==> config.mk <==
export PLATFORM = sky130hd
export DESIGN_NAME = gram_port
export DESIGN_NICKNAME = d
export VERILOG_FILES = /design/src/rtl/gram_pkg.sv /design/src/rtl/gram_rst_sync.sv /design/src/rtl/gram_addr_ctr.sv /design/src/rtl/gram_prefetch.sv /design/src/rtl/gram_port.sv
export SDC_FILE = /design/constraint.sdc
export NUM_CORES = 1
export LEC_CHECK = 0
export BUFFER_PORTS_ARGS = -buffer_cell sky130_fd_sc_hd__buf_2
export CAP_MARGIN = 20
export CORE_MARGIN = 2
export CORE_UTILIZATION = 50
export CTS_BUF_LIST = sky130_fd_sc_hd__clkbuf_4
export DETAILED_ROUTE_END_ITERATION = 8
export PLACE_DENSITY_LB_ADDON = 0.15
export SYNTH_ARGS = -nofsm -noshare
export SYNTH_HDL_FRONTEND = slang
export SYNTH_SLANG_ARGS = --single-unit
export TNS_END_PERCENT = 50
==> constraint.sdc <==
create_clock -name clk -period 1.87 [get_ports clk]
set_input_delay 0.187 -clock clk [delete_from_list [all_inputs] [get_ports clk]]
set_output_delay 0.187 -clock clk [all_outputs]
set_load 0.03 [all_outputs]
==> src/rtl/gram_pkg.sv <==
package gram_pkg;
  // Which counter byte the next address access touches.
  typedef enum logic {
    PH_HI = 1'b0,
    PH_LO = 1'b1
  } phase_e;
endpackage

==> src/rtl/gram_rst_sync.sv <==
module gram_rst_sync #(
  parameter int STAGES = 2
) (
  input  logic clk,
  input  logic rst_n,
  output logic rst_sn
);
  logic [STAGES-1:0] sync_q;

  always_ff @(posedge clk or negedge rst_n) begin
    if (!rst_n) sync_q <= '0;
    else        sync_q <= {sync_q[STAGES-2:0], 1'b1};
  end

  assign rst_sn = sync_q[STAGES-1];
endmodule

==> src/rtl/gram_addr_ctr.sv <==
module gram_addr_ctr
  import gram_pkg::*;
#(
  parameter int BYTE_W   = 8,
  parameter int ADDR_W   = 2 * BYTE_W,
  parameter int REGION_W = 13
) (
  input  logic              clk,
  input  logic              rst_n,
  input  logic              rd_data_i,
  input  logic              wr_data_i,
  input  logic              rd_addr_i,
  input  logic              wr_addr_i,
  input  logic [BYTE_W-1:0] wr_byte_i,
  output logic [ADDR_W-1:0] cnt_o,
  output phase_e            phase_o
);
  localparam int KEEP_W = ADDR_W - REGION_W;

  logic [ADDR_W-1:0]   cnt_q, cnt_d;
  logic [REGION_W-1:0] low_inc;
  phase_e              ph_q, ph_d, ph_flip;
  logic                upd;

  assign low_inc = cnt_q[REGION_W-1:0] + {{(REGION_W-1){1'b0}}, 1'b1};
  assign ph_flip = (ph_q == PH_HI) ? PH_LO : PH_HI;
  assign upd     = rd_data_i | wr_data_i | rd_addr_i | wr_addr_i;

  always_comb begin
    cnt_d = cnt_q;
    ph_d  = ph_q;
    if (rd_data_i || wr_data_i) begin
      cnt_d = {cnt_q[ADDR_W-1:REGION_W], low_inc};
      ph_d  = PH_HI;
    end else if (rd_addr_i) begin
      cnt_d = {cnt_q[BYTE_W-1:0], cnt_q[BYTE_W-1:0]};
      ph_d  = ph_flip;
    end else if (wr_addr_i) begin
      if (ph_q == PH_HI) cnt_d[ADDR_W-1:BYTE_W] = wr_byte_i;
      else               cnt_d[BYTE_W-1:0]      = wr_byte_i;
      ph_d = ph_flip;
    end
  end

  always_ff @(posedge clk or negedge rst_n) begin
    if (!rst_n) begin
      cnt_q <= '0;
      ph_q  <= PH_HI;
    end else if (upd) begin
      cnt_q <= cnt_d;
      ph_q  <= ph_d;
    end
  end

  assign cnt_o   = cnt_q;
  assign phase_o = ph_q;

  AST_WRAP_KEEPS_REGION: assert property (@(posedge clk) disable iff (!rst_n)
    (rd_data_i || wr_data_i) |=> cnt_q[ADDR_W-1:ADDR_W-KEEP_W] == $past(cnt_q[ADDR_W-1:ADDR_W-KEEP_W]));
  AST_DATA_PHASE_HIGH: assert property (@(posedge clk) disable iff (!rst_n)
    (rd_data_i || wr_data_i) |=> ph_q == PH_HI);
  AST_ADDR_READ_DUP: assert property (@(posedge clk) disable iff (!rst_n)
    (rd_addr_i && !rd_data_i && !wr_data_i) |=> cnt_q[ADDR_W-1:BYTE_W] == cnt_q[BYTE_W-1:0]);
endmodule

==> src/rtl/gram_prefetch.sv <==
module gram_prefetch #(
  parameter int BYTE_W = 8
) (
  input  logic              clk,
  input  logic              rst_n,
  input  logic              en_i,
  input  logic              refill_i,
  input  logic [BYTE_W-1:0] mem_rdata_i,
  output logic              mem_re_o,
  output logic [BYTE_W-1:0] latch_o
);
  logic              pend_q, pend_d;
  logic              cap_q;
  logic              issue;
  logic [BYTE_W-1:0] latch_q;

  assign issue = pend_q & en_i;

  always_comb begin
    pend_d = pend_q;
    if (refill_i)   pend_d = 1'b1;
    else if (issue) pend_d = 1'b0;
  end

  always_ff @(posedge clk or negedge rst_n) begin
    if (!rst_n) begin
      pend_q <= 1'b1;
      cap_q  <= 1'b0;
    end else begin
      pend_q <= pend_d;
      cap_q  <= issue;
    end
  end

  always_ff @(posedge clk or negedge rst_n) begin
    if (!rst_n)     latch_q <= '0;
    else if (cap_q) latch_q <= mem_rdata_i;
  end

  assign mem_re_o = issue;
  assign latch_o  = latch_q;

  AST_REFILL_ISSUED: assert property (@(posedge clk) disable iff (!rst_n)
    (refill_i && en_i) |=> (mem_re_o || !en_i));
endmodule

==> src/rtl/gram_port.sv <==
module gram_port
  import gram_pkg::*;
#(
  parameter int               BYTE_W    = 8,
  parameter int               REGION_W  = 13,
  parameter int               PHYS_W    = 21,
  parameter logic [PHYS_W-1:0] PHYS_BASE = 21'h070000,
  parameter logic [7:0]       EN_CODE   = 8'h03
) (
  input  logic              clk,
  input  logic              rst_n,
  input  logic [7:0]        cfg_byte,
  input  logic              wr_addr_stb,
  input  logic              rd_addr_stb,
  input  logic              wr_data_stb,
  input  logic              rd_data_stb,
  input  logic [BYTE_W-1:0] wr_byte,
  output logic [BYTE_W-1:0] rd_byte,
  output logic [PHYS_W-1:0] mem_addr,
  output logic              mem_re,
  output logic              mem_we,
  output logic [BYTE_W-1:0] mem_wdata,
  input  logic [BYTE_W-1:0] mem_rdata
);
  localparam int ADDR_W = 2 * BYTE_W;
  localparam int BASE_W = PHYS_W - ADDR_W;
  localparam logic [BASE_W-1:0] BASE_HI = PHYS_BASE[PHYS_W-1:ADDR_W];

  logic              rst_sn;
  logic              en;
  logic              g_rd_data, g_wr_data, g_rd_addr, g_wr_addr, refill;
  logic [ADDR_W-1:0] cnt;
  phase_e            phase;
  logic [BYTE_W-1:0] latch;

  gram_rst_sync #(.STAGES(2)) u_rst (
    .clk    (clk),
    .rst_n  (rst_n),
    .rst_sn (rst_sn)
  );

  assign en        = (cfg_byte == EN_CODE);
  assign g_rd_data = en & rd_data_stb;
  assign g_wr_data = en & wr_data_stb;
  assign g_rd_addr = en & rd_addr_stb;
  assign g_wr_addr = en & wr_addr_stb;
  assign refill    = g_rd_data | g_wr_data | g_rd_addr | g_wr_addr;

  gram_addr_ctr #(.BYTE_W(BYTE_W), .ADDR_W(ADDR_W), .REGION_W(REGION_W)) u_ctr (
    .clk       (clk),
    .rst_n     (rst_sn),
    .rd_data_i (g_rd_data),
    .wr_data_i (g_wr_data),
    .rd_addr_i (g_rd_addr),
    .wr_addr_i (g_wr_addr),
    .wr_byte_i (wr_byte),
    .cnt_o     (cnt),
    .phase_o   (phase)
  );

  gram_prefetch #(.BYTE_W(BYTE_W)) u_pf (
    .clk         (clk),
    .rst_n       (rst_sn),
    .en_i        (en),
    .refill_i    (refill),
    .mem_rdata_i (mem_rdata),
    .mem_re_o    (mem_re),
    .latch_o     (latch)
  );

  assign mem_we    = g_wr_data;
  assign mem_wdata = wr_byte;
  assign mem_addr  = {BASE_HI, cnt};

  always_comb begin
    rd_byte = '0;
    if (g_rd_data)      rd_byte = latch;
    else if (g_rd_addr) rd_byte = (phase == PH_HI) ? cnt[ADDR_W-1:BYTE_W] : cnt[BYTE_W-1:0];
  end

  AST_OFF_NO_WRITE: assert property (@(posedge clk) disable iff (!rst_sn)
    !en |-> !mem_we);
  AST_OFF_NO_COUNT: assert property (@(posedge clk) disable iff (!rst_sn)
    !en |=> $stable(cnt));
  AST_PHYS_WINDOW: assert property (@(posedge clk) disable iff (!rst_sn)
    (mem_we || mem_re) |-> mem_addr[PHYS_W-1:ADDR_W] == BASE_HI);
  AST_QUIET_RD_BYTE: assert property (@(posedge clk) disable iff (!rst_sn)
    !(rd_data_stb || rd_addr_stb) |-> rd_byte == '0);
endmodule

==> impl_table.tex, run 1 <==
\begin{tabular}{lr}
\hline
Metric & Value \\
\hline
\multicolumn{2}{l}{\textbf{Clocking}} \\
Insertion delay of the later-clocked pin in the worst-skew pair & between 0.3 and 0.4 ns \\
Clock slew at the register clock pins of the worst setup and hold paths & about 0.10 ns \\
Clock root buffer & clkbuf\_4 \\
Clock buffer depth & 2 \\
Clock tree from TritonCTS & built \\
CTS H-tree lvls & 2 \\
Number of buffers inserted during clock tree synthesis & 5 \\
Clk sinks & 29 \\
\multicolumn{2}{l}{\textbf{Floorplan}} \\
Area of the core & roughly 0.0037 mm2 \\
Width of the die & roughly 66 um \\
Initial cell density of the core & about 53\% \\
DIE AREA & approximately 0.0044 mm2 \\
FP Rows & 22 \\
Num ports & between 60 and 70 \\
Height of the die & approximately 66 um \\
\multicolumn{2}{l}{\textbf{Cells and area}} \\
Post-layout nets & between 300 and 400 \\
Layout cells sized above 1 & approximately two fifths \\
Commonest non-fill, non-tap cell in the layout & buf\_2 \\
P\&R area growth vs syn & 27.7\% \\
Number of diodes & 0 \\
Post-layout util & $\sim$67\% \\
Top library cells by usage in the layout, fill and taps aside & 62 x buf\_2, 28 x dfrtp\_1, 24 x buf\_4, 23 x o21ai\_0, 16 x nand3\_1 \\
Layout filler cell count & about 340 \\
\multicolumn{2}{l}{\textbf{Route}} \\
First drt pass iteration count & 5 \\
Post-route antenna net violation count & 0 \\
DRC Markers & 0 \\
Routed wire length & between 5000 and 6000 um \\
Number of DRC markers in iteration 0 & about 250 \\
Vias & approximately 2,000 \\
Vias per cell & roughly 5.9 \\
Routed length per instance & $\sim$17 um \\
\multicolumn{2}{l}{\textbf{STA}} \\
Max Clock Skew & 0.0124 ns \\
Fin. Hold Viols & 0 \\
Max-slew violation count & 0 \\
Final setup viols & 0 \\
Minimum clock period & 1.77 ns \\
Achievable frequency & $\sim$0.57 GHz \\
Setup repair after global routing missed its margin & false \\
Final critical-path share of the clock period & a little over nine tenths \\
Minimum hold slack & approximately 0.070 ns \\
\multicolumn{2}{l}{\textbf{GRT}} \\
Gr ovfl total & 0 \\
First-pass GRT wire length & 8960 um \\
Number of antenna violations at the first check in global routing & 0 \\
Aggregate global-route resource usage & between 20\% and 30\% \\
Vias in the first global route & roughly 1,800 \\
Pin count of the biggest net entering global routing & 28 \\
\multicolumn{2}{l}{\textbf{Logic synthesis}} \\
Syn Inst Count & 214 \\
Proportion of synthesized chip area in sequential cells & between 30\% and 40\% \\
Number of flops mapped to enable cells by yosys & 0 \\
Synthesized area per cell & $\sim$9.1 um2 \\
Mapped Area & approximately 0.0019 mm2 \\
Share of flip-flops with an asynchronous set or reset & 100\% \\
Warnings from Yosys & 0 \\
Primary flip-flop cell chosen by synthesis mapping & dfrtp\_1 \\
Number of synthesized register bits & 29 \\
Number of distinct standard cells referenced by the synthesized netlist & 54 \\
\multicolumn{2}{l}{\textbf{Setup path}} \\
CP Data Required Time & 1.68 ns \\
Type of element capturing the critical path & output pin \\
Top fanout value on the critical path & 9 \\
Type of the worst setup path & input pin to output pin \\
Arrival time worst endpoint & between 1.5 and 2 ns \\
Category of the worst setup path launch point & input pin \\
Worst R2R Path Depth & 5 \\
\multicolumn{2}{l}{\textbf{Placement}} \\
Detailed Place HPWL & 4150 um \\
I/O Buffers & between 60 and 70 \\
Routability cong. & about 0.9 \\
\multicolumn{2}{l}{\textbf{Run status}} \\
Status & finished, final reports clean \\
\multicolumn{2}{l}{\textbf{Power and ir drop}} \\
Peak supply drop & 0.353 mV \\
Logic gate share of total power & $\sim$17\% \\
Power density over cell area & between 500 and 600 mW/mm2 \\
Switching power as a share of total power & between 20\% and 30\% \\
Internal portion of total power & a little over 0.001 W \\
Reported leakage power & about 1.2 nW \\
Net switching power figure & between 0.0004 and 0.0005 W \\
Clock share of power & a little over a third \\
Sequential share of power & 46.2\% \\
\multicolumn{2}{l}{\textbf{Worst hold path}} \\
Kind of path behind the tightest hold check & input pin to register \\
Depth of the worst hold-timing path & 2 \\
\multicolumn{2}{l}{\textbf{Run}} \\
Max-capacitance violation count & 0 \\
\hline
\end{tabular}
-- area by class of cell --
cell class	count	area (um2)	area share [%]
clock buffers	5	37.5	1.52
clock inverters	3	41.3	1.67
inverters	4	15.0	0.607
multi-input cells	159	1070	43.3
flip-flops and latches	29	727	29.4
well taps	48	60.1	2.43
repair buffers	88	520	21.0
-- power groups by stage --
stage	registers (W)	clock network [W]	logic, W
final	0.000655	0.000520	0.000244
after floorplan	0.000694	0	0.000122
after detailed placement	0.000667	0	0.000237
after CTS	0.000655	0.000529	0.000241
after global placement	0.000667	0	0.000236
after global routing	0.000658	0.000553	0.000265
-- sequential cells by signal, summed over array words and instances (netlist names) --
name / count
u_ctr.phase_o: 1
u_ctr.cnt_o: 16
u_pf.pend_q: 1
u_pf.latch_o: 8
u_rst.sync_q: 2
u_pf.cap_q: 1
-- synth_stat cells, types with 3 or more instances --
library cell	number	area, um2
a211oi_1	3	22.5
a21oi_1	7	35.0
a31oi_1	3	18.8
and3_1	3	18.8
buf_2	3	15.0
buf_4	13	97.6
clkbuf_1	9	33.8
dfrtp_1	28	701
inv_1	4	15.0
mux2_2	8	90.1
mux2i_1	13	130
nand2_1	10	37.5
nand2b_1	4	25.0
nand3_1	16	80.1
nand4_1	6	37.5
nor2_1	8	30.0
nor3_1	7	35.0
nor4_1	4	25.0
o2111ai_1	4	35.0
o21ai_0	23	115
-- worst max-delay path, cell delays in order --
cell	delay (ns)
buf_2	0.10
or4bb_4	0.55
nor2_2	0.14
buf_4	0.18
nand3_1	0.10
o21ai_0	0.11
buf_4	0.20
-- final timing paths --
kind | from | to | slack [ns]
worst min register to register | u_rst.sync_q[1]$_DFF_PN0_ | u_pf.latch_o[4]$_DFFE_PN0P_ | 0.24
worst min-delay path | mem_rdata[5] | u_pf.latch_o[5]$_DFFE_PN0P_ | 0.07
min in group asynchronous | rst_n | u_rst.sync_q[1]$_DFF_PN0_ | 0.16
worst max-delay path | cfg_byte[5] | rd_byte[6] | 0.10
max in group asynchronous | u_rst.sync_q[1]$_DFF_PN0_ | u_pf.pend_q$_DFFE_PN1P_ | 1.32
worst max register to register | u_ctr.cnt_o[1]$_DFFE_PN0P_ | u_ctr.cnt_o[12]$_DFFE_PN0P_ | 0.24
-- through the flow --
stage	cell area, um2	power, W	setup WS [ns]	TNS (ns)	std cells
2_1_floorplan	1950	0.000816	-0.155	-1.23	218
3_3_place_gp	2370	0.000903	0.0731	0	327
3_5_place_dp	2370	0.000904	0.0138	0	327
4_1_cts	2460	0.00142	0.00824	0	336
5_1_grt	2470	0.00148	0.00846	0	336
6_report	2470	0.00142	0.101	0	336
-- timing repair --
item                                    4_1_cts  5_1_grt
resized for setup                             0        4
hold buffers                                  1        0
endpoints found under the setup margin        0        5
endpoints found under the hold margin         2        0
buffers inserted                              0        0
-- layer usage --
metal	vias to the layer above	track usage [%]	routed length [um]
li1	938	-	-
met5	-	0	0
met4	0	8.42	63
met2	115	44.4	2660
met3	8	5.62	494
met1	912	36.7	2330
-- logic make-up (layout without fill, tap and decap cells) --
| logic type | Yosys count | count (layout) | synth area share, % |
|---|---|---|---|
| compound gates | 58 | 58 | 19.2 |
| xor+xnor | 1 | 1 | 0.452 |
| fa+ha+maj | 1 | 1 | 0.646 |
| buf+inv | 30 | 100 | 8.53 |
| flops | 29 | 29 | 37.5 |
| mux | 21 | 21 | 11.4 |
| other cells | 2 | 6 | 0.388 |
| simple gates | 72 | 72 | 21.9 |
(Power assumes the default switching activity.)
==> run 2: changes to the inputs <==
- CELL_PAD_IN_SITES_DETAIL_PLACEMENT: unset -> 0
- CELL_PAD_IN_SITES_GLOBAL_PLACEMENT: unset -> 2
- CORE_UTILIZATION: 50 -> 30
==> run 2 against run 1 <==
  * Clock power is 24% lower
  * Global-route usage down 8.9 points
  * Register-to-register slack about the same
  * First-iteration DRC count decreased by 59%
  * Utilization shrank 26 points
  * Design area increased by 3.8%
  * Critical endpoint is now rd_byte[0]
  * Critical path depth unchanged
==> impl_table.tex, run 2 (synthesis gave the netlist of run 1 again) <==
\begin{tabular}{lr}
\hline
Metric & Value \\
\hline
\multicolumn{2}{l}{\textbf{Floorplan}} \\
Num ports & 69 \\
Area of the core & between 0.006 and 0.007 mm2 \\
Width of the die & between 80 and 90 um \\
DIE AREA & $\sim$0.0071 mm2 \\
FP Rows & 29 \\
Initial cell density of the core & approximately 30\% \\
Height of the die & 84.4 um \\
\multicolumn{2}{l}{\textbf{Placement}} \\
Placed standard-cell area & $\sim$0.0025 mm2 \\
Routability cong. & 0.825 \\
Number of placed instances with taps included & roughly 360 \\
Detailed Place HPWL & 4860 um \\
I/O Buffers & 63 \\
\multicolumn{2}{l}{\textbf{Worst hold path}} \\
Hold endpoint & u\_pf.latch\_o[0]\$\_DFFE\_PN0P\_ \\
Kind of path behind the tightest hold check & input pin to register \\
Depth of the worst hold-timing path & 2 \\
Hold Crit Start & mem\_rdata[0] \\
\multicolumn{2}{l}{\textbf{STA}} \\
Max Clock Skew & between 0.015 and 0.02 ns \\
Final critical-path share of the clock period & between 90\% and 100\% \\
Minimum hold slack & 0.0760 ns \\
Max-slew violation count & 0 \\
Achievable frequency & between 0.5 and 0.6 GHz \\
Setup repair after global routing missed its margin & false \\
Minimum clock period & approximately 1.8 ns \\
Final setup viols & 0 \\
Fin. Hold Viols & 0 \\
\multicolumn{2}{l}{\textbf{Setup path}} \\
Arrival time worst endpoint & between 1.5 and 2 ns \\
Worst stage delay on the critical path & about 0.59 ns \\
Worst-path cell chain & buf\_2 -> or4bb\_4 -> nor2\_4 -> buf\_12 -> nand3\_1 -> o21ai\_0 -> clkbuf\_4 \\
Origin of the critical flop-to-flop path & u\_ctr.cnt\_o[0]\$\_DFFE\_PN0P\_ \\
CP Buf/Inv Count & 3 \\
Worst R2R Path Depth & 5 \\
Category of the worst setup path launch point & input pin \\
Type of element capturing the critical path & output pin \\
Reg-to-reg critical path endpoint & u\_ctr.cnt\_o[12]\$\_DFFE\_PN0P\_ \\
Number of gates on the worst path with buffers counted & 7 \\
CP Data Required Time & $\sim$1.7 ns \\
FF-to-FF setup slack & 0.25 ns \\
Type of the worst setup path & input pin to output pin \\
Slowest cell on the critical path & or4bb\_4 \\
Top cell family by delay on the critical path & simple AND/OR/NAND/NOR gates \\
Top fanout value on the critical path & 12 \\
\multicolumn{2}{l}{\textbf{Clocking}} \\
Clock slew at the register clock pins of the worst setup and hold paths & between 0.1 and 0.15 ns \\
Insertion delay of the later-clocked pin in the worst-skew pair & 0.34 ns \\
Clock tree from TritonCTS & built \\
Clock root buffer & clkbuf\_4 \\
CTS H-tree lvls & 2 \\
Clock buffer depth & 2 \\
Clk sinks & 29 \\
Number of buffers inserted during clock tree synthesis & 5 \\
\multicolumn{2}{l}{\textbf{GRT}} \\
Number of antenna violations at the first check in global routing & 0 \\
Vias in the first global route & between 2,000 and 2,500 \\
Pin count of the biggest net entering global routing & 28 \\
Gr ovfl total & 0 \\
First-pass GRT wire length & approximately 11,000 um \\
Aggregate global-route resource usage & 18.5\% \\
\multicolumn{2}{l}{\textbf{Power and ir drop}} \\
Reported leakage power & 1.21 nW \\
Peak supply drop & $\sim$0.33 mV \\
Power density over cell area & between 500 and 600 mW/mm2 \\
\multicolumn{2}{l}{\textbf{Run}} \\
Max-capacitance violation count & 0 \\
\multicolumn{2}{l}{\textbf{Cells and area}} \\
Number of diodes & 0 \\
Fin area & between 0.002 and 0.003 mm2 \\
Layout cells sized above 1 & between 40\% and 50\% \\
Top library cells by usage in the layout, fill and taps aside & 59 x buf\_2, 34 x buf\_4, 28 x dfrtp\_1, 23 x o21ai\_0, 16 x nand3\_1 \\
Post-layout nets & roughly 330 \\
Commonest non-fill, non-tap cell in the layout & buf\_2 \\
Flip-flop count of the largest register after layout & 16 \\
P\&R area growth vs syn & 32.6\% \\
Layout filler cell count & 706 \\
Final non-filler cell total & $\sim$370 \\
\multicolumn{2}{l}{\textbf{Route}} \\
Vias & between 1,500 and 2,000 \\
Routed length per instance & 17.1 um \\
DRC Markers & 0 \\
Post-route antenna net violation count & 0 \\
Number of DRC markers in iteration 0 & slightly above 100 \\
First drt pass iteration count & 4 \\
Routed wire length & $\sim$6400 um \\
Vias per cell & between 5 and 6 \\
\multicolumn{2}{l}{\textbf{Run status}} \\
Status & finished, final reports clean \\
\hline
\end{tabular}
-- run 2: changes by cell type in the layout (fill, tap and decap cells not counted), sizes merged --
cell      previous run  this run
bufinv               1         0
buf                 87        94
clkinv               1         3
clkinvlp             1         0
clkbuf               5         6
-- run 2: cell type report --
type	count	area (um2)	share of cell area (%)
Multi-Input combinational cell	159	1090	42.3
Sequential cell	29	727	28.3
Timing Repair Buffer	96	588	22.9
Tap cell	77	96.3	3.75
Clock buffer	5	37.5	1.46
Clock inverter	3	17.5	0.682
Inverter	4	15.0	0.585
-- run 2: metrics by stage --
stage	utilization, %	worst slack (ns)	TNS (ns)	power [W]
2_1_floorplan	-	-0.155	-1.23	0.000816
3_5_place_dp	39.1	-0.0620	-0.380	0.000909
6_report	40.7	0.0861	0	0.00129
3_3_place_gp	39.1	-0.0643	-0.359	0.000909
5_1_grt	40.7	0.00369	0	0.00137
4_1_cts	40.2	0.0135	0	0.00131
-- run 2: worst max path at each step --
stage / start / to / slack, ns
finish: cfg_byte[5] / rd_byte[0] / 0.09
global route: cfg_byte[5] / rd_byte[1] / 0.004
CTS: cfg_byte[7] / rd_byte[2] / 0.01
detailed placement: cfg_byte[7] / u_ctr.cnt_o[6]$_DFFE_PN0P_ / -0.06
global placement: cfg_byte[7] / u_ctr.cnt_o[6]$_DFFE_PN0P_ / -0.06
floorplan: cfg_byte[7] / rd_byte[0] / -0.15
-- run 2: worst register-to-register path, cell delays in order (launching register included) --
cell and delay (ns):
dfrtp_1 0.38, ha_1 0.23, nand3_1 0.13, nor4_1 0.39, mux2i_1 0.24, o2111ai_1 0.12
-- run 2: report_power, final --
part           leakage [nW]  internal, W  switching (W)
Combinational         0.806    0.0000886       0.000157
Clock                0.0326     0.000142       0.000251
Sequential            0.370     0.000645      0.0000105
Total                  1.21     0.000876       0.000419
-- run 2: layer usage --
| metal | wire (um) | part of all wire (%) | global-route usage (%) |
|---|---|---|---|
| met4 | 78 | 1.2 | 4.04 |
| met3 | 367 | 5.8 | 3.74 |
| met2 | 3030 | 48 | 29.9 |
| met1 | 2890 | 45 | 25.7 |
| met5 | 0 | 0 | 0 |
-- run 2: timing repair --
item,CTS,global route
endpoints found under the hold margin,2,0
endpoints found under the setup margin,8,8
setup buffers,0,0
resized for setup,2,7
hold buffers,1,0
